<file path="src/rtl/tofl_pkg.sv">
package tofl_pkg;
  // classification of the current cycle's sample
  typedef enum logic [1:0] {
    SMP_IDLE  = 2'd0,  // no strobe
    SMP_HOLD  = 2'd1,  // strobe inside a stretched interval: sum only
    SMP_EVAL  = 2'd2,  // last strobe of an interval: update loop
    SMP_SPIKE = 2'd3   // error magnitude at or above threshold
  } smp_cls_t;

  localparam int STREAK_LEN = 4;  // calm evaluations needed per doubling
endpackage

</file>
<file path="src/rtl/tofl_interval_ctl.sv">
module tofl_interval_ctl
  import tofl_pkg::*;
#(
  parameter int EW    = 16,
  parameter int MAXSH = 4
) (
  input  logic                 clk,
  input  logic                 rst,
  input  logic                 smp_valid,
  input  logic signed [EW-1:0] err,
  input  logic [EW-1:0]        thresh,
  output smp_cls_t             cls,
  output logic [$clog2(MAXSH+1)-1:0] sh,
  output logic [MAXSH:0]       n_fac,
  output logic                 locked
);
  localparam int SHW = $clog2(MAXSH+1);
  localparam int STW = $clog2(STREAK_LEN);
  localparam int NW  = MAXSH + 1;

  logic [SHW-1:0]   sh_q;
  logic [MAXSH-1:0] cnt_q;
  logic [STW-1:0]   streak_q;
  logic             locked_q;
  logic [EW-1:0]    mag;
  logic             big;
  logic             last;

  always_comb begin
    mag   = err[EW-1] ? EW'(-err) : EW'(err);
    big   = (mag >= thresh);
    n_fac = NW'(1) << sh_q;
    last  = (cnt_q == MAXSH'(n_fac - NW'(1)));
    if (!smp_valid)  cls = SMP_IDLE;
    else if (big)    cls = SMP_SPIKE;
    else if (last)   cls = SMP_EVAL;
    else             cls = SMP_HOLD;
  end

  always_ff @(posedge clk) begin
    if (rst) begin
      sh_q     <= '0;
      cnt_q    <= '0;
      streak_q <= '0;
      locked_q <= 1'b0;
    end else begin
      case (cls)
        SMP_SPIKE: begin
          sh_q     <= '0;
          cnt_q    <= '0;
          streak_q <= '0;
          locked_q <= 1'b0;
        end
        SMP_HOLD: cnt_q <= cnt_q + MAXSH'(1);
        SMP_EVAL: begin
          cnt_q <= '0;
          if (streak_q == STW'(STREAK_LEN-1)) begin
            streak_q <= '0;
            locked_q <= 1'b1;
            if (sh_q < SHW'(MAXSH)) sh_q <= sh_q + SHW'(1);
          end else begin
            streak_q <= streak_q + STW'(1);
          end
        end
        default: ;
      endcase
    end
  end

  assign sh     = sh_q;
  assign locked = locked_q;

  AST_SPIKE_DROPS_N: assert property (@(posedge clk) disable iff (rst)
    (cls == SMP_SPIKE) |=> (sh_q == '0 && !locked_q));
  AST_N_STEP_ONLY: assert property (@(posedge clk) disable iff (rst)
    1'b1 |=> (sh_q == $past(sh_q) || sh_q == $past(sh_q) + SHW'(1) || sh_q == '0));
  AST_LOCK_STRETCHED: assert property (@(posedge clk) disable iff (rst)
    locked_q |-> (sh_q != '0));
  AST_N_BOUND: assert property (@(posedge clk) disable iff (rst)
    (sh_q <= SHW'(MAXSH)) && $onehot(n_fac));
endmodule

</file>
<file path="src/rtl/tofl_err_scaler.sv">
module tofl_err_scaler
  import tofl_pkg::*;
#(
  parameter int EW    = 16,
  parameter int AW    = 24,
  parameter int MAXSH = 4
) (
  input  logic                 clk,
  input  logic                 rst,
  input  smp_cls_t             cls,
  input  logic signed [EW-1:0] err,
  input  logic [$clog2(MAXSH+1)-1:0] sh,
  output logic signed [AW-1:0] eff
);
  localparam logic signed [AW+1:0] HI = {3'b000, {(AW-1){1'b1}}};
  localparam logic signed [AW+1:0] LO = {3'b111, {(AW-1){1'b0}}};

  logic signed [AW-1:0] acc_q;
  logic signed [AW-1:0] err_x;
  logic signed [AW+1:0] wide;
  logic signed [AW-1:0] sum;

  always_comb begin
    err_x = AW'(err);
    wide  = {{2{acc_q[AW-1]}}, acc_q} + {{2{err_x[AW-1]}}, err_x};
    if (wide > HI)      sum = HI[AW-1:0];
    else if (wide < LO) sum = LO[AW-1:0];
    else                sum = wide[AW-1:0];
    case (cls)
      SMP_SPIKE: eff = err_x;
      SMP_EVAL:  eff = sum >>> sh;
      default:   eff = '0;
    endcase
  end

  always_ff @(posedge clk) begin
    if (rst) acc_q <= '0;
    else if (cls == SMP_HOLD) acc_q <= sum;
    else if (cls == SMP_EVAL || cls == SMP_SPIKE) acc_q <= '0;
  end
endmodule

</file>
<file path="src/rtl/tofl_freq_est.sv">
module tofl_freq_est #(
  parameter int AW = 24
) (
  input  logic                 clk,
  input  logic                 rst,
  input  logic                 upd,
  input  logic signed [AW-1:0] eff,
  input  logic signed [AW-1:0] centre,
  output logic signed [AW-1:0] f_q
);
  localparam logic signed [AW+1:0] HI = {3'b000, {(AW-1){1'b1}}};
  localparam logic signed [AW+1:0] LO = {3'b111, {(AW-1){1'b0}}};

  logic signed [AW+1:0] wide;
  logic signed [AW-1:0] f_d;

  always_comb begin
    wide = {{2{f_q[AW-1]}}, f_q} + {{2{eff[AW-1]}}, eff};
    if (wide > HI)      f_d = HI[AW-1:0];
    else if (wide < LO) f_d = LO[AW-1:0];
    else                f_d = wide[AW-1:0];
  end

  always_ff @(posedge clk) begin
    if (rst)      f_q <= centre;
    else if (upd) f_q <= f_d;
  end

  AST_F_IDLE_STABLE: assert property (@(posedge clk) disable iff (rst)
    !upd |=> $stable(f_q));
endmodule

</file>
<file path="src/rtl/tofl_phase_reg.sv">
module tofl_phase_reg #(
  parameter int AW = 24
) (
  input  logic                 clk,
  input  logic                 rst,
  input  logic                 upd,
  input  logic signed [AW-1:0] f_prev,
  input  logic signed [AW-1:0] eff,
  input  logic signed [AW-1:0] centre,
  output logic signed [AW-1:0] u_q
);
  localparam logic signed [AW+1:0] HI = {3'b000, {(AW-1){1'b1}}};
  localparam logic signed [AW+1:0] LO = {3'b111, {(AW-1){1'b0}}};

  logic signed [AW+1:0] wide;
  logic signed [AW-1:0] u_d;

  // reload from the previous integrator value, then step by twice the error
  always_comb begin
    wide = {{2{f_prev[AW-1]}}, f_prev} + ({{2{eff[AW-1]}}, eff} <<< 1);
    if (wide > HI)      u_d = HI[AW-1:0];
    else if (wide < LO) u_d = LO[AW-1:0];
    else                u_d = wide[AW-1:0];
  end

  always_ff @(posedge clk) begin
    if (rst)      u_q <= centre;
    else if (upd) u_q <= u_d;
  end
endmodule

</file>
<file path="src/rtl/tofl_top.sv">
module tofl_top
  import tofl_pkg::*;
#(
  parameter int EW    = 16,
  parameter int AW    = 24,
  parameter int MAXSH = 4
) (
  input  logic                 clk,
  input  logic                 rst,
  input  logic                 smp_valid,
  input  logic signed [EW-1:0] err_in,
  input  logic [EW-1:0]        thresh,
  input  logic signed [AW-1:0] centre,
  output logic signed [AW-1:0] ctrl_word,
  output logic [MAXSH:0]       interval_n,
  output logic                 locked
);
  localparam int SHW = $clog2(MAXSH+1);

  smp_cls_t             cls;
  logic [SHW-1:0]       sh;
  logic signed [AW-1:0] eff;
  logic signed [AW-1:0] f_q;
  logic                 upd;

  tofl_interval_ctl #(.EW(EW), .MAXSH(MAXSH)) u_ctl (
    .clk(clk), .rst(rst), .smp_valid(smp_valid), .err(err_in),
    .thresh(thresh), .cls(cls), .sh(sh), .n_fac(interval_n), .locked(locked)
  );

  tofl_err_scaler #(.EW(EW), .AW(AW), .MAXSH(MAXSH)) u_scl (
    .clk(clk), .rst(rst), .cls(cls), .err(err_in), .sh(sh), .eff(eff)
  );

  assign upd = (cls == SMP_EVAL) || (cls == SMP_SPIKE);

  tofl_freq_est #(.AW(AW)) u_fe (
    .clk(clk), .rst(rst), .upd(upd), .eff(eff), .centre(centre), .f_q(f_q)
  );

  tofl_phase_reg #(.AW(AW)) u_pr (
    .clk(clk), .rst(rst), .upd(upd), .f_prev(f_q), .eff(eff),
    .centre(centre), .u_q(ctrl_word)
  );

  AST_HOLD_KEEPS_U: assert property (@(posedge clk) disable iff (rst)
    (cls == SMP_HOLD) |=> $stable(ctrl_word));
  AST_IDLE_KEEPS_STATE: assert property (@(posedge clk) disable iff (rst)
    !smp_valid |=> ($stable(ctrl_word) && $stable(interval_n) && $stable(locked)));
endmodule

</file>
<file path="config.mk">
export PLATFORM = sky130hd
export DESIGN_NAME = tofl_top
export DESIGN_NICKNAME = d
export VERILOG_FILES = /design/src/rtl/tofl_pkg.sv /design/src/rtl/tofl_interval_ctl.sv /design/src/rtl/tofl_err_scaler.sv /design/src/rtl/tofl_freq_est.sv /design/src/rtl/tofl_phase_reg.sv /design/src/rtl/tofl_top.sv
export SDC_FILE = /design/constraint.sdc
export NUM_CORES = 1
export LEC_CHECK = 0
export ABC_AREA = 1
export BUFFER_PORTS_ARGS = -buffer_cell sky130_fd_sc_hd__buf_2
export CORE_MARGIN = 1.5
export CORE_UTILIZATION = 47
export CTS_BUF_LIST = sky130_fd_sc_hd__clkbuf_4
export CTS_CLUSTER_DIAMETER = 40
export CTS_CLUSTER_SIZE = 28
export DETAILED_ROUTE_END_ITERATION = 16
export GPL_ROUTABILITY_DRIVEN = 1
export PLACE_DENSITY_LB_ADDON = 0.05
export REMOVE_ABC_BUFFERS = 1
export SLEW_MARGIN = 20
export SYNTH_ARGS = -nofsm -noshare
export SYNTH_HDL_FRONTEND = slang
export SYNTH_HIERARCHICAL = 1
export SYNTH_SLANG_ARGS = --single-unit
</file>
<file path="constraint.sdc">
create_clock -name clk -period 14.67 [get_ports clk]
set_clock_uncertainty 0.2 [all_clocks]
set_input_delay 2.934 -clock clk [delete_from_list [all_inputs] [get_ports clk]]
set_output_delay 2.934 -clock clk [all_outputs]
set_load 0.01 [all_outputs]
</file>
==> results of run 1 <==
cell type report:
class                           instances  area (um^2)  share of cell area [%]
Clock inverter                          5         52.6                   0.449
Antenna cell                            1         2.50                  0.0214
Sequential cell                        82         2120                    18.1
Tap cell                              319          399                    3.41
Timing Repair Buffer                   92          470                    4.02
Clock buffer                           11         82.6                   0.705
Multi-Input combinational cell       1458         7700                    65.7
Inverter                              234          883                    7.54
metal layers:
layer	GRT usage, %	up-vias	wire length [um]
li1	-	5919	-
met1	43.7	5209	17400
met2	42.3	412	14300
met3	6.31	33	3200
met4	7.26	0	575
met5	0	-	0
metrics by stage:
| stage | utilization, % | cells | cell area (um^2) |
|---|---|---|---|
| floorplan | - | 1774 | 10700 |
| global placement | 49.6 | 2185 | 11600 |
| detailed placement | 49.6 | 2185 | 11600 |
| CTS | 50.2 | 2201 | 11700 |
| global route | 50.2 | 2202 | 11700 |
| finish | 50.2 | 2202 | 11700 |
layout by cell type, fill, tap and decap left out, types with 6 or more instances in the layout:
cell                         n
sky130_fd_sc_hd__a21oi_1   103
sky130_fd_sc_hd__a21oi_2    23
sky130_fd_sc_hd__buf_2      88
sky130_fd_sc_hd__clkbuf_4   11
sky130_fd_sc_hd__dfxtp_1    34
sky130_fd_sc_hd__edfxtp_1   48
sky130_fd_sc_hd__ha_1       97
sky130_fd_sc_hd__inv_1     226
sky130_fd_sc_hd__nand2_1   714
sky130_fd_sc_hd__nand2_2    41
sky130_fd_sc_hd__nand3_1   155
sky130_fd_sc_hd__nand3_2     9
sky130_fd_sc_hd__nand4_1    32
sky130_fd_sc_hd__nor2_1    113
sky130_fd_sc_hd__nor2_2     13
sky130_fd_sc_hd__nor2_4      6
sky130_fd_sc_hd__nor3_1      9
sky130_fd_sc_hd__o21ai_0    28
sky130_fd_sc_hd__o21bai_1   13
sky130_fd_sc_hd__xnor2_1    21
sky130_fd_sc_hd__xor2_1     43
worst max-delay path, delay by kind of cell:
kind / cells / cell delay, ns
buffers and inverters: 4 / 0.41
AOI/OAI and AO/OA: 6 / 1.26
and+or+nand+nor: 19 / 3.49
adders and majority gates: 3 / 0.96
xor gates and xnor gates: 1 / 0.16
registers in the layout, indices dropped and copies added (netlist names):
signal,count
u_ctl/locked,1
u_ctl/cnt_q,4
u_fe/f_q,24
u_pr/u_q,24
u_ctl/streak_q,2
u_scl/acc_q,24
u_ctl/sh,3
worst max path at each step:
stage,from,endpoint,depth (start not counted)
6_report,err_in[3],u_pr/u_q[6]$_DFFE_PP_,33
5_1_grt,err_in[3],u_pr/u_q[6]$_DFFE_PP_,33
4_1_cts,err_in[3],u_pr/u_q[6]$_DFFE_PP_,33
3_5_place_dp,err_in[3],u_pr/u_q[19]$_DFFE_PP_,33
3_3_place_gp,err_in[3],u_pr/u_q[19]$_DFFE_PP_,33
2_1_floorplan,err_in[3],u_pr/u_q[19]$_DFFE_PP_,32
logic make-up (layout without fill, tap and decap cells):
kind of cell	Yosys count	count (layout)
other cells	0	1
buf+inv	279	342
flops	82	82
compound gates	178	178
fa+ha+maj	100	100
simple gates	1116	1116
xor+xnor	64	64
report_power, final:
part           internal [uW]  switching (uW)  total, uW  leakage, uW
Clock                   55.7            88.0        144    0.0000815
Combinational            609            1270       1880      0.00561
Sequential               363            60.5        424     0.000759
Total                   1030            1420       2450      0.00645
==> results.md, run 1 <==
- In this run the critical register-to-register path is captured at u_pr/u_q[6]$_DFFE_PP_.
- The highest achievable clock rate is 108 MHz.
- The combinational family with the most area after synthesis is simple AND/OR/NAND/NOR gates.
- The run finished with clean final reports.
- Yosys printed 6 warnings.
- The core region area is 23300 um^2.
- The number of global-route vias before repair is 10500.
- For this run, the post-layout net count is 2036.
- The total grt overflow is 0.
- Setup repair after global routing left no endpoint under its margin.
- The worst setup path is captured at a flip-flop.
- The portion of the clock cycle consumed by the worst path in the final layout is 63.2%.
- The global-route usage over all layers is 29.3%.
- The setup check on the worst reg-to-reg path leaves a slack of 7.87 ns.
- The share of the synthesized netlist area taken by xor and xnor gates is 5.06%.
- The post-CTS setup repair buffer count is 0.
- The post-route setup TNS is 0 ns.
- The worst register-to-register path begins at u_ctl/sh[0]$_SDFFE_PP0P_.
- The worst setup path is launched from a primary input.
- The prevailing post-synth register cell is sky130_fd_sc_hd__edfxtp_1.
- The starting density of the core is 47.5%.
- For this block, the routed nets add up to 35500 um of wire.
- The total number of vias is 11600.
- The power density over the cells is 209 nW/um^2.
- The maximum root-to-sink buffer count is 2.
- By count the netlist is led by 714 x sky130_fd_sc_hd__nand2_1, 226 x sky130_fd_sc_hd__inv_1, 155 x sky130_fd_sc_hd__nand3_1, 113 x sky130_fd_sc_hd__nor2_1, 103 x sky130_fd_sc_hd__a21oi_1.
- The largest stage delay on the critical path is 0.69 ns.
- STA puts the critical path data required time at 14.65 ns.
- The count of standard-cell rows is 56.
- The CTS sink count is 82.
- The first global-routing pass estimated 55500 um of wire.
- In this run the biggest area consumer among cell types represents 24.2% of the synthesized area.
- The insertion delay to the later sink of the worst-skew pair is 0.46 ns.
- In the post-synthesis netlist, the biggest area contributors are sky130_fd_sc_hd__nand2_1 24%, sky130_fd_sc_hd__edfxtp_1 13%, sky130_fd_sc_hd__ha_1 11%.
- After clock tree synthesis, the clock-pin slew on the worst setup and hold paths is 0.14 ns.
- Once routing completed, OpenROAD measured the worst setup slack at 5.40 ns.
- The fill cell total of the finished layout is 2553.
- The area share of fa/ha/maj cells after synthesis is 11.5%.
- The count of different cell masters after synthesis is 50.
- The completed layout was analyzed and its total power is 2450 uW.
- The initial antenna violation count is 1.
- The number of max-cap violations is 0.
- The count of buffers added on input and output ports is 88.
- The pre-CTS setup slack is 5.05 ns.
- The critical hold path startpoint is u_scl/acc_q[21]$_SDFFE_PP0P_.
- The growth of design area from synthesis to finish is 5.73%.
- Entering global routing, the biggest net connects 66 pins.
- The count of cells along the worst register-to-register path is 28.
- The fraction of registers with async set or reset after synthesis is 0%.
- For this run, the register share of the synthesized area comes to 19.2%.
- By instance count, the cell type seen most on the critical path is sky130_fd_sc_hd__nand2_1.
- The final hold violation count is 0.
- The synthesized netlist devotes 9.39% of its cell area to compound gates.
- The synthesized netlist devotes 43.6% of its cell area to simple gates.
- After detailed routing, the number of remaining DRC violations is 0.
- The first routing iteration left 1055 violations.
- For this design, the slowest cell found on the critical path is sky130_fd_sc_hd__a21oi_4.
- The tree is rooted in a sky130_fd_sc_hd__clkbuf_4.
- The portion of synthesized area spent on multiplexers is 0%.
- The setup path with the least slack is of type primary input to flip-flop.
- The depth of the CTS H-tree is 3.
- Buffers inserted during clock tree synthesis total 9.
- The largest area contributor in the synthesized netlist is sky130_fd_sc_hd__nand2_1.
- Synthesis produced a netlist whose cell count is 1819.
- The worst-case IR drop observed on VDD is 0.195 mV.
- After legalization and detailed placement, the total HPWL measured 28700 um.
- The count of endpoints failing setup in the final report is 0.
- The worst-case hold path end point is u_scl/acc_q[21]$_SDFFE_PP0P_.
- The register bit total from synthesis is 82.
- For this design the top-level I/O count stands at 89.
- Dividing the synthesized area by the synthesized cell count gives 6.09 um^2.
- The arrival time of the worst setup path is 9.25 ns.
- The number of max-slew violations in the final report came to 0.
- The final critical path time including I/O delays and setup is 9.27 ns.
- The worst hold path belongs to the class flip-flop to flip-flop.
- The detail-routed via count per cell is 5.26.
- The die covers 24500 um^2.
- Measured along the y axis, the die boundary spans 157 um.
- The placer's final routability congestion estimate is 0.957.
- The post-CTS resize count is 0.
- sky130_fd_sc_hd__nand2_1 is the most common cell in the netlist.
- The share of cells above drive strength 1 is 11.7%.
- TritonCTS built the clock tree.
- The cell area after technology mapping is 11100 um^2.
- At the pin with the least slew margin, the transition time is 0.997 ns.
- The horizontal extent of the die is 157 um.
- The number of buffers inserted for hold repair after clock tree synthesis is 0.
- For this run, the detailed router's first-pass iteration total came to 5.
- The analysis attributes to cell leakage a power of 0.00645 uW.
- In this run the worst path has a maximum fanout of 20.
- Counting flops with a built-in enable in the synthesized netlist gives 48.
- Measured against its own limit, the worst slew margin works out to 33.4%.
- The number of stages on the worst hold path is 2.
- The residual antenna-violating net count after detailed routing is 0.
- The average wire length per cell after detail routing is 16.1 um.
- The tightest hold margin is 0.279 ns.
Note: power is estimated with default switching activity, not from simulation.
==> run 2: changes to the inputs <==
==> constraint.sdc (replaced) <==
create_clock -name clk -period 8.1 [get_ports clk]
set_clock_uncertainty 0.2 [all_clocks]
set_input_delay 1.62 -clock clk [delete_from_list [all_inputs] [get_ports clk]]
set_output_delay 1.62 -clock clk [all_outputs]
set_load 0.01 [all_outputs]
==> run 2 against run 1 <==
  * Final cell count up 0.32%
  * Register-to-register slack lost 5.5 ns
  * Non-clock buffer count is 6 higher
  * Cell area is 0.33% higher
  * First-iteration DRC count decreased by 6.6%
  * Worst hold slack gained 0.00093 ns
  * Critical path depth unchanged
  * Worst setup slack worse by 4.8 ns
  * Utilization grew 0.17 points
  * Clock power is 54% higher
  * Largest cell class unchanged
  * Global-route usage shrank 0.47 points
  * Largest power group unchanged
  * Critical path type unchanged
  * Routed wire length shrank 2.3%
==> results.md, run 2 (synthesis results as in run 1) <==
- The total number of vias is 11500 (was 11600).
- The wire length of the first global-routing pass is 54900 um (was 55500 um).
- The critical path endpoint category is a flip-flop (unchanged).
- The area of the die was 24500 um^2 (unchanged).
- The number of global-route vias before repair is 10300 (was 10500).
- The residual antenna-violating net count after detailed routing was 0 (unchanged).
- The tightest hold margin is 0.280 ns (was 0.279 ns).
- The number of primary I/O pins came to 89 (unchanged).
- The portion of the clock cycle consumed by the worst path in the final layout is 93.0%.
- The post-CTS setup repair buffer count is 0 (unchanged).
- The layout net count was 2042 (was 2036).
- The switching power total was 2550 uW (was 1420 uW).
- The insertion delay to the later sink of the worst-skew pair is 0.47 ns (was 0.46 ns).
- The core occupancy in the finished layout came to 50.4% (was 50.2%).
- Commonest cells after routing, fill and taps aside: 714 x sky130_fd_sc_hd__nand2_1, 226 x sky130_fd_sc_hd__inv_1, 155 x sky130_fd_sc_hd__nand3_1 (unchanged).
- The maximum net fanout on the critical path is 23 (was 20).
- The final wirelength is 34700 um (was 35500 um).
- The count of endpoints failing setup in the final report came to 0 (unchanged).
- Top Registers: u_fe/f_q x24, u_pr/u_q x24, u_scl/acc_q x24 (unchanged).
- The residual DRC count is 0 (unchanged).
- For this run, the top clock speed supported by timing is 133 MHz.
- The number of max-cap violations is 0 (unchanged).
- The largest stage delay on the critical path came to 0.53 ns (was 0.69 ns).
- The clock power share came to 5.1% (was 5.9%).
- The share of cells above drive strength 1 was 12.0% (was 11.7%).
- The initial antenna violation count was 2 (was 1).
- The starting density of the core is 47.5% (unchanged).
- The core region area is 23300 um^2 (unchanged).
- The horizontal extent of the die is 157 um (unchanged).
- The fill cell total of the finished layout came to 2634 (was 2553).
- The leakage power is 0.00647 uW (was 0.00645 uW).
- The sequential group share of total power is 17.4% (was 17.3%).
- The slack of the worst reg-to-reg path is 2.35 ns (was 7.87 ns).
- The growth of design area from synthesis to finish is 6.08% (was 5.73%).
- The switching fraction of total power is 58.1% (was 58.0%).
- The arrival time of the worst setup path is 7.68 ns (was 9.25 ns).
- The final hold violation count is 0 (unchanged).
- The total grt overflow is 0 (unchanged).
- The transition time at the pin with the least slew margin is 1.04 ns (was 0.997 ns).
- The detail-routed via count per cell is 5.22 (was 5.26).
- The clock tree from TritonCTS was done (unchanged).
- The relative slew slack is 30.0% (was 33.4%).
- The count of standard-cell rows was 56 (unchanged).
- The worst supply voltage drop on vdd is 0.203 mV (was 0.195 mV).
- The CTS sink count is 82 (unchanged).
- The power density over the cells came to 373 nW/um^2 (was 209 nW/um^2).
- Run status: complete, no violations (unchanged).
- The depth of the CTS H-tree is 3 (unchanged).
- The global-route usage over all layers is 28.8% (was 29.3%).
- The most common cell after layout, fill and taps aside is sky130_fd_sc_hd__nand2_1 (unchanged).
- The area of all sequential standard cells is 2120 um^2 (unchanged).
- The clock tree root driver cell is sky130_fd_sc_hd__clkbuf_4 (unchanged).
- The post-DP HPWL is 28400 um (was 28700 um).
- The number of CTS-inserted buffers is 9 (unchanged).
- The worst path in the final design needs a cycle of 7.53 ns, including I/O delays and setup.
- The maximum number of pins on one net before global-route repair is 66 (unchanged).
- The number of buffers inserted for hold repair after clock tree synthesis came to 0 (unchanged).
- RSZ-0062 raised after global routing: no (unchanged).
- The critical path's slowest cell is sky130_fd_sc_hd__nand4_2 (was sky130_fd_sc_hd__a21oi_4).
- The combined area of the multi-input logic cells was 7710 um^2 (was 7700 um^2).
- The clock-pin slew on the worst setup and hold paths was 0.15 ns (was 0.14 ns).
- The cell with the most instances on the worst path is sky130_fd_sc_hd__nand2_1 (unchanged).
- The placer's final routability congestion estimate is 0.947 (was 0.957).
- The classification of the worst-slack hold path is flip-flop to flip-flop (unchanged).
- The maximum root-to-sink buffer count is 2 (unchanged).
- The critical setup path kind is primary input to flip-flop (unchanged).
- The post-route setup TNS is 0 ns (unchanged).
- The average wire length per cell after detail routing is 15.7 um (was 16.1 um).
- The relative contribution of combinational cells to total power is 77.5% (was 76.8%).
- The floorplan die height is 157 um (unchanged).
- The internal cell power is 1840 uW (was 1030 uW).
- The type of element launching the critical path was a primary input (unchanged).
- The number of max-slew violations in the final report is 0 (unchanged).
- The iteration count of the initial detailed-routing pass was 7 (was 5).
- The worst path required time is 8.25 ns (was 14.65 ns).
- The initial DRC count is 985 (was 1055).
- The count of port buffers added during placement was 88 (unchanged).
[run 2: path summary, 6_finish.rpt]
kind                                       end  cells after the start                         start
hold reg to reg   u_scl/acc_q[13]$_SDFFE_PP0P_                      2  u_scl/acc_q[13]$_SDFFE_PP0P_
hold / removal    u_scl/acc_q[13]$_SDFFE_PP0P_                      2  u_scl/acc_q[13]$_SDFFE_PP0P_
setup / recovery        u_fe/f_q[17]$_DFFE_PP_                     33                     err_in[3]
setup reg to reg        u_fe/f_q[17]$_DFFE_PP_                     29      u_ctl/sh[1]$_SDFFE_PP0P_
[run 2: what timing repair did]
item | 4_1_cts | 5_1_grt
resized for setup | 0 | 1
endpoints found under the setup margin | 0 | 22
hold endpoints to repair | 0 | 0
[run 2: layout make-up]
class / instances / area share [%]
multi-input cells: 1458 / 65.6
flip-flops and latches: 82 / 18.1
inverters: 234 / 7.52
repair buffers: 98 / 4.49
well taps: 319 / 3.40
clock buffers: 10 / 0.639
clock inverters: 6 / 0.287
diodes: 2 / 0.0426
[run 2: through the flow]
stage          cell area (um^2)  power [uW]  instances  setup slack [ns]
6_report                  11800        4390       2209             0.567
5_1_grt                   11800        4840       2209            0.0604
4_1_cts                   11700        4340       2207             0.711
3_5_place_dp              11600        4090       2191             0.191
3_3_place_gp              11600        4090       2191             0.420
2_1_floorplan             10700        3190       1774              1.23
[run 2: power groups by stage]
stage          clock network [uW]  registers, uW  logic (uW)
2_1_floorplan                   0            757        2440
5_1_grt                       247            774        3820
3_5_place_dp                    0            765        3320
3_3_place_gp                    0            769        3320
6_report                      222            764        3400
4_1_cts                       232            758        3350
[run 2: metal layers]
metal	routed length [um]	vias to the layer above	track usage, %
li1	-	5937	-
met1	17700	5203	44.6
met2	14000	385	42.4
met3	2660	17	4.10
met4	376	0	4.81
met5	0	-	0
[run 2: worst max-delay path, delay by kind of cell]
kind,cells,cell delay (ns)
compound gates,4,0.48
xor+xnor,1,0.16
fa+ha+maj,2,0.77
buf+inv,4,0.40
simple gates,22,4.24
==> run 3: changes to the inputs <==
--- a/config.mk
+++ b/config.mk
@@ -5,7 +5,7 @@
 export SDC_FILE = /design/constraint.sdc
 export NUM_CORES = 1
 export LEC_CHECK = 0
-export ABC_AREA = 1
+export ABC_AREA = 0
 export BUFFER_PORTS_ARGS = -buffer_cell sky130_fd_sc_hd__buf_2
 export CORE_MARGIN = 1.5
 export CORE_UTILIZATION = 47
==> constraint.sdc (replaced) <==
create_clock -name clk -period 6.1 [get_ports clk]
set_clock_uncertainty 0.2 [all_clocks]
set_input_delay 1.22 -clock clk [delete_from_list [all_inputs] [get_ports clk]]
set_output_delay 1.22 -clock clk [all_outputs]
set_load 0.01 [all_outputs]
==> run 3 against run 2 <==
  * The flow now finishes with violations (negative setup slack)
  * Power grew 44%
  * Worst setup slack worse by 1.5 ns
  * Via count is 8.2% higher
  * Area after synthesis shrank 6.5%
  * Clock-buffer cell count is 1 lower
  * Critical path type unchanged
  * Clock power up 95%
  * Synthesized cell count down 29%
  * Combinational power increased by 46%
  * Sequential power up 22%
  * Largest cell class unchanged
  * Non-clock buffer count rose by 460
==> results.md, run 3 <==
- The number of max-slew violations in the final report came to 0 (unchanged).
- The total number of vias is 12500 (was 11500).
- The post-DP HPWL was 29300 um (was 28400 um).
- The area of the die is 22900 um^2 (was 24500 um^2).
- The detail-routed via count per cell is 6.01 (was 5.22).
- The worst-case hold path end point is u_scl/acc_q[0]$_SDFFE_PP0P_ (was u_scl/acc_q[13]$_SDFFE_PP0P_).
- The critical setup path kind is primary input to flip-flop (unchanged).
- Timing would allow up to 142 MHz.
- The routed design could run at a clock period as short as 7.03 ns.
- The maximum number of pins on one net before global-route repair is 53 (was 66).
- The number of stages on the worst hold path is 2 (unchanged).
- The post-route setup TNS is -35.25 ns (was 0 ns).
- The share of cells above drive strength 1 is 45.0% (was 12.0%).
- The transition time at the pin with the least slew margin is 0.829 ns (was 1.04 ns).
- The post-synthesis share of cell area spent on and, or, nand and nor gates is 20.2% (was 43.6%).
- The type of element launching the critical path was a primary input (unchanged).
- The depth of the CTS H-tree is 3 (unchanged).
- The slack of the worst reg-to-reg path is -0.16 ns (was 2.35 ns).
- The clock-pin slew on the worst setup and hold paths is 0.16 ns (was 0.15 ns).
- The number of flops mapped to enable cells by yosys is 48 (unchanged).
- The initial DRC count came to 972 (was 985).
- The maximum net fanout on the critical path is 6 (was 23).
- The count of cells along the worst register-to-register path is 27 (was 29).
- The number of max-cap violations is 0 (unchanged).
- The met3 layer usage reported by global route is 4.55% (was 4.10%).
- The starting density of the core came to 47.7% (was 47.5%).
- The final reports fail on negative setup slack.
- The initial antenna violation count is 2 (unchanged).
- The placer's final routability congestion estimate is 0.970 (was 0.947).
- The classification of the worst-slack hold path is flip-flop to flip-flop (unchanged).
- The count of standard-cell rows was 54 (was 56).
- Most common library cells after synthesis: 138 x sky130_fd_sc_hd__a21oi_1, 110 x sky130_fd_sc_hd__nand2_1, 97 x sky130_fd_sc_hd__ha_1, 84 x sky130_fd_sc_hd__nor2_1, 81 x sky130_fd_sc_hd__o21ai_0 (was 714 x sky130_fd_sc_hd__nand2_1, 226 x sky130_fd_sc_hd__inv_1, 155 x sky130_fd_sc_hd__nand3_1, 113 x sky130_fd_sc_hd__nor2_1, 103 x sky130_fd_sc_hd__a21oi_1).
- The growth of design area from synthesis to finish came to 55.1% (was 6.08%).
- The reg-to-reg endpoint was u_fe/f_q[11]$_DFFE_PP_ (was u_fe/f_q[17]$_DFFE_PP_).
- The critical hold path startpoint is u_scl/acc_q[0]$_SDFFE_PP0P_ (was u_scl/acc_q[13]$_SDFFE_PP0P_).
- The fraction of registers with async set or reset after synthesis came to 0% (unchanged).
- The post-synthesis compound-gate area fraction is 31.4% (was 9.39%).
- The number of primary I/O pins was 89 (unchanged).
- The leakage power is 0.00708 uW (was 0.00647 uW).
- The filler-free cell count of the finished design is 2077 (was 2209).
- The wire length of the first global-routing pass came to 62000 um (was 54900 um).
- The count of endpoints failing setup in the final report is 48 (was 0).
- The total grt overflow was 0 (unchanged).
- The routing usage on met2 was 55.8% (was 42.4%).
- The insertion delay to the later sink of the worst-skew pair came to 0.51 ns (was 0.47 ns).
- The worst reg2reg path startpoint is u_scl/acc_q[0]$_SDFFE_PP0P_ (was u_ctl/sh[1]$_SDFFE_PP0P_).
- The prevailing post-synth register cell is sky130_fd_sc_hd__edfxtp_1 (unchanged).
- The number of cells after detailed placement came to 1984 (was 2191).
- The global-route usage over all layers is 35.0% (was 28.8%).
- Commonest cells after routing, fill and taps aside: 425 x sky130_fd_sc_hd__buf_4, 115 x sky130_fd_sc_hd__a21oi_1, 98 x sky130_fd_sc_hd__nand2_1 (was 714 x sky130_fd_sc_hd__nand2_1, 226 x sky130_fd_sc_hd__inv_1, 155 x sky130_fd_sc_hd__nand3_1).
- RSZ-0062 raised after global routing: yes (was no).
- The worst path required time is 6.22 ns (was 8.25 ns).
- The synthesized instance count is 1297 (was 1819).
- The met1 usage was 49.1% (was 44.6%).
- The critical path's slowest cell was sky130_fd_sc_hd__or3_4 (was sky130_fd_sc_hd__nand4_2).
- The most congested layer reported by global routing is met2 (was met1).
- The arrival time of the worst setup path was 7.15 ns (was 7.68 ns).
- The iteration count of the initial detailed-routing pass is 5 (was 7).
- Run status: finished with violations (was complete, no violations).
- The clock tree root driver cell is sky130_fd_sc_hd__clkbuf_4 (unchanged).
- The core region area is 21700 um^2 (was 23300 um^2).
- The number of warning messages in the yosys log is 6 (unchanged).
- The maximum root-to-sink buffer count is 2 (unchanged).
- The register bit total from synthesis is 82 (unchanged).
- The count of different cell masters after synthesis is 108 (was 50).
- The layout net count was 1949 (was 2042).
- The most common cell after layout, fill and taps aside is sky130_fd_sc_hd__buf_4 (was sky130_fd_sc_hd__nand2_1).
- The cell with the most instances after synthesis was sky130_fd_sc_hd__a21oi_1 (was sky130_fd_sc_hd__nand2_1).
- The relative slew slack came to 44.7% (was 30.0%).
- The count of port buffers added during placement came to 88 (unchanged).
- The clock tree from TritonCTS is done (unchanged).
- The top-area cell type share of the netlist area was 13.9% (was 24.2%).
- The average wire length per cell after detail routing is 19.8 um (was 15.7 um).
- The share of the synthesized netlist area taken by xor and xnor gates is 6.59% (was 5.06%).
- The part of the Yosys area used for sequential elements was 20.5% (was 19.2%).
- The cell with the most instances on the worst path is sky130_fd_sc_hd__buf_6 (was sky130_fd_sc_hd__nand2_1).
- The largest area contributor in the synthesized netlist is sky130_fd_sc_hd__edfxtp_1 (was sky130_fd_sc_hd__nand2_1).
- After layout, the worst path uses 115% of the clock period.
- The worst supply voltage drop on vdd is 0.318 mV (was 0.203 mV).
- The smallest setup slack after layout is -0.926 ns (was 0.567 ns).
- The combinational family with the most area after synthesis is compound AO/OA/AOI/OAI gates (was simple AND/OR/NAND/NOR gates).
- The cell area after technology mapping is 10400 um^2 (was 11100 um^2).
- The critical path endpoint category is a flip-flop (unchanged).
- The final wirelength is 41100 um (was 34700 um).
- The CTS sink count is 82 (unchanged).
- The mean instance size in the synthesized netlist is 7.98 um^2 (was 6.09 um^2).
- Top Registers: u_fe/f_q x24, u_pr/u_q x24, u_scl/acc_q x24 (unchanged).
- The horizontal extent of the die is 151 um (was 157 um).
- The share of cell area taken by muxes after synthesis is 3.44% (was 0%).
- The area share of fa/ha/maj cells after synthesis is 12.3% (was 11.5%).
- The final hold violation count is 0 (unchanged).
- The largest stage delay on the critical path is 0.35 ns (was 0.53 ns).
- Top post-synthesis cells by area: sky130_fd_sc_hd__edfxtp_1 14%, sky130_fd_sc_hd__ha_1 12%, sky130_fd_sc_hd__a21oi_1 6.7% (was sky130_fd_sc_hd__nand2_1 24%, sky130_fd_sc_hd__edfxtp_1 13%, sky130_fd_sc_hd__ha_1 11%).
- The number of global-route vias before repair is 11800 (was 10300).
- The residual DRC count is 0 (unchanged).
- The floorplan die height came to 151 um (was 157 um).
- The power density over the cells is 394 nW/um^2 (was 373 nW/um^2).
- The number of CTS-inserted buffers is 9 (unchanged).
- The residual antenna-violating net count after detailed routing was 0 (unchanged).
[run 3: changes by cell type after synthesis, moves of 30 or more]
cell                       previous run  this run
sky130_fd_sc_hd__a211oi_1             1        36
sky130_fd_sc_hd__a21oi_1            103       138
sky130_fd_sc_hd__inv_1              226        51
sky130_fd_sc_hd__nand2_1            714       110
sky130_fd_sc_hd__nand2_2             41         1
sky130_fd_sc_hd__nand3_1            155        39
sky130_fd_sc_hd__o21ai_0             28        81
sky130_fd_sc_hd__xnor2_1             21        51
[run 3: where the power goes]
| group | switching (uW) | total, uW | internal, uW |
|---|---|---|---|
| registers | 120 | 935 | 815 |
| clock network | 258 | 432 | 175 |
| logic | 2490 | 4960 | 2470 |
[run 3: kinds of logic after synthesis]
| group | count (synthesis) |
|---|---|
| compound gates | 474 |
| xor+xnor | 77 |
| fa+ha+maj | 100 |
| buf+inv | 131 |
| flops | 82 |
| mux | 21 |
| simple gates | 412 |
[run 3: repair_timing]
| action | 4_1_cts | 5_1_grt |
|---|---|---|
| setup buffers | 64 | 9 |
| pin swaps | 76 | 34 |
| gates cloned | 8 | 1 |
| resized for setup | 238 | 39 |
| endpoints found under the setup margin | 48 | 48 |
| hold buffers | 0 | 0 |
| hold endpoints to repair | 0 | 0 |
[run 3: worst max-delay path by stage]
stage          startpoint                endpoint  slack, ns
2_1_floorplan   err_in[4]   u_fe/f_q[6]$_DFFE_PP_      -3.77
6_report        err_in[4]  u_fe/f_q[11]$_DFFE_PP_      -0.93
5_1_grt         err_in[4]   u_pr/u_q[5]$_DFFE_PP_      -1.08
4_1_cts         err_in[4]  u_pr/u_q[12]$_DFFE_PP_      -0.53
3_5_place_dp    err_in[3]  u_fe/f_q[22]$_DFFE_PP_      -1.84
3_3_place_gp    err_in[4]  u_fe/f_q[22]$_DFFE_PP_      -1.73
[run 3: metrics by stage]
stage / power [uW] / area, um^2 / setup slack, ns / util (%) / hold slack, ns
after global placement: 4600 / 13800 / -1.73 / 63.8 / 0.244
after CTS: 5910 / 15800 / -0.527 / 72.7 / 0.270
after floorplan: 2950 / 9980 / -3.77 / - / 0.232
final: 6330 / 16100 / -0.926 / 74.0 / 0.270
after global routing: 6670 / 16100 / -1.08 / 74.0 / 0.291
after detailed placement: 4640 / 13800 / -1.84 / 63.8 / 0.251
[run 3: area by class of cell]
cell class | count | area (um^2)
well taps | 280 | 350
clock inverters | 7 | 106
multi-input cells | 1085 | 8840
flip-flops and latches | 82 | 2120
diodes | 2 | 5.00
repair buffers | 558 | 4350
fillers | 1654 | 5630
inverters | 54 | 209
clock buffers | 9 | 67.6
[run 3: metal layers]
layer / up-vias / wire (um)
met5: - / 66
met4: 4 / 1030
met3: 81 / 3130
met2: 508 / 18700
met1: 5939 / 18200
li1: 5951 / -
[run 3: critical path: cells and delay by family]
kind	cells	cell delay, ns
and+or+nand+nor	11	2.06
AOI/OAI and AO/OA	10	1.83
buffers and inverters	8	1.06
adders and majority gates	3	0.80
xor gates and xnor gates	1	0.11
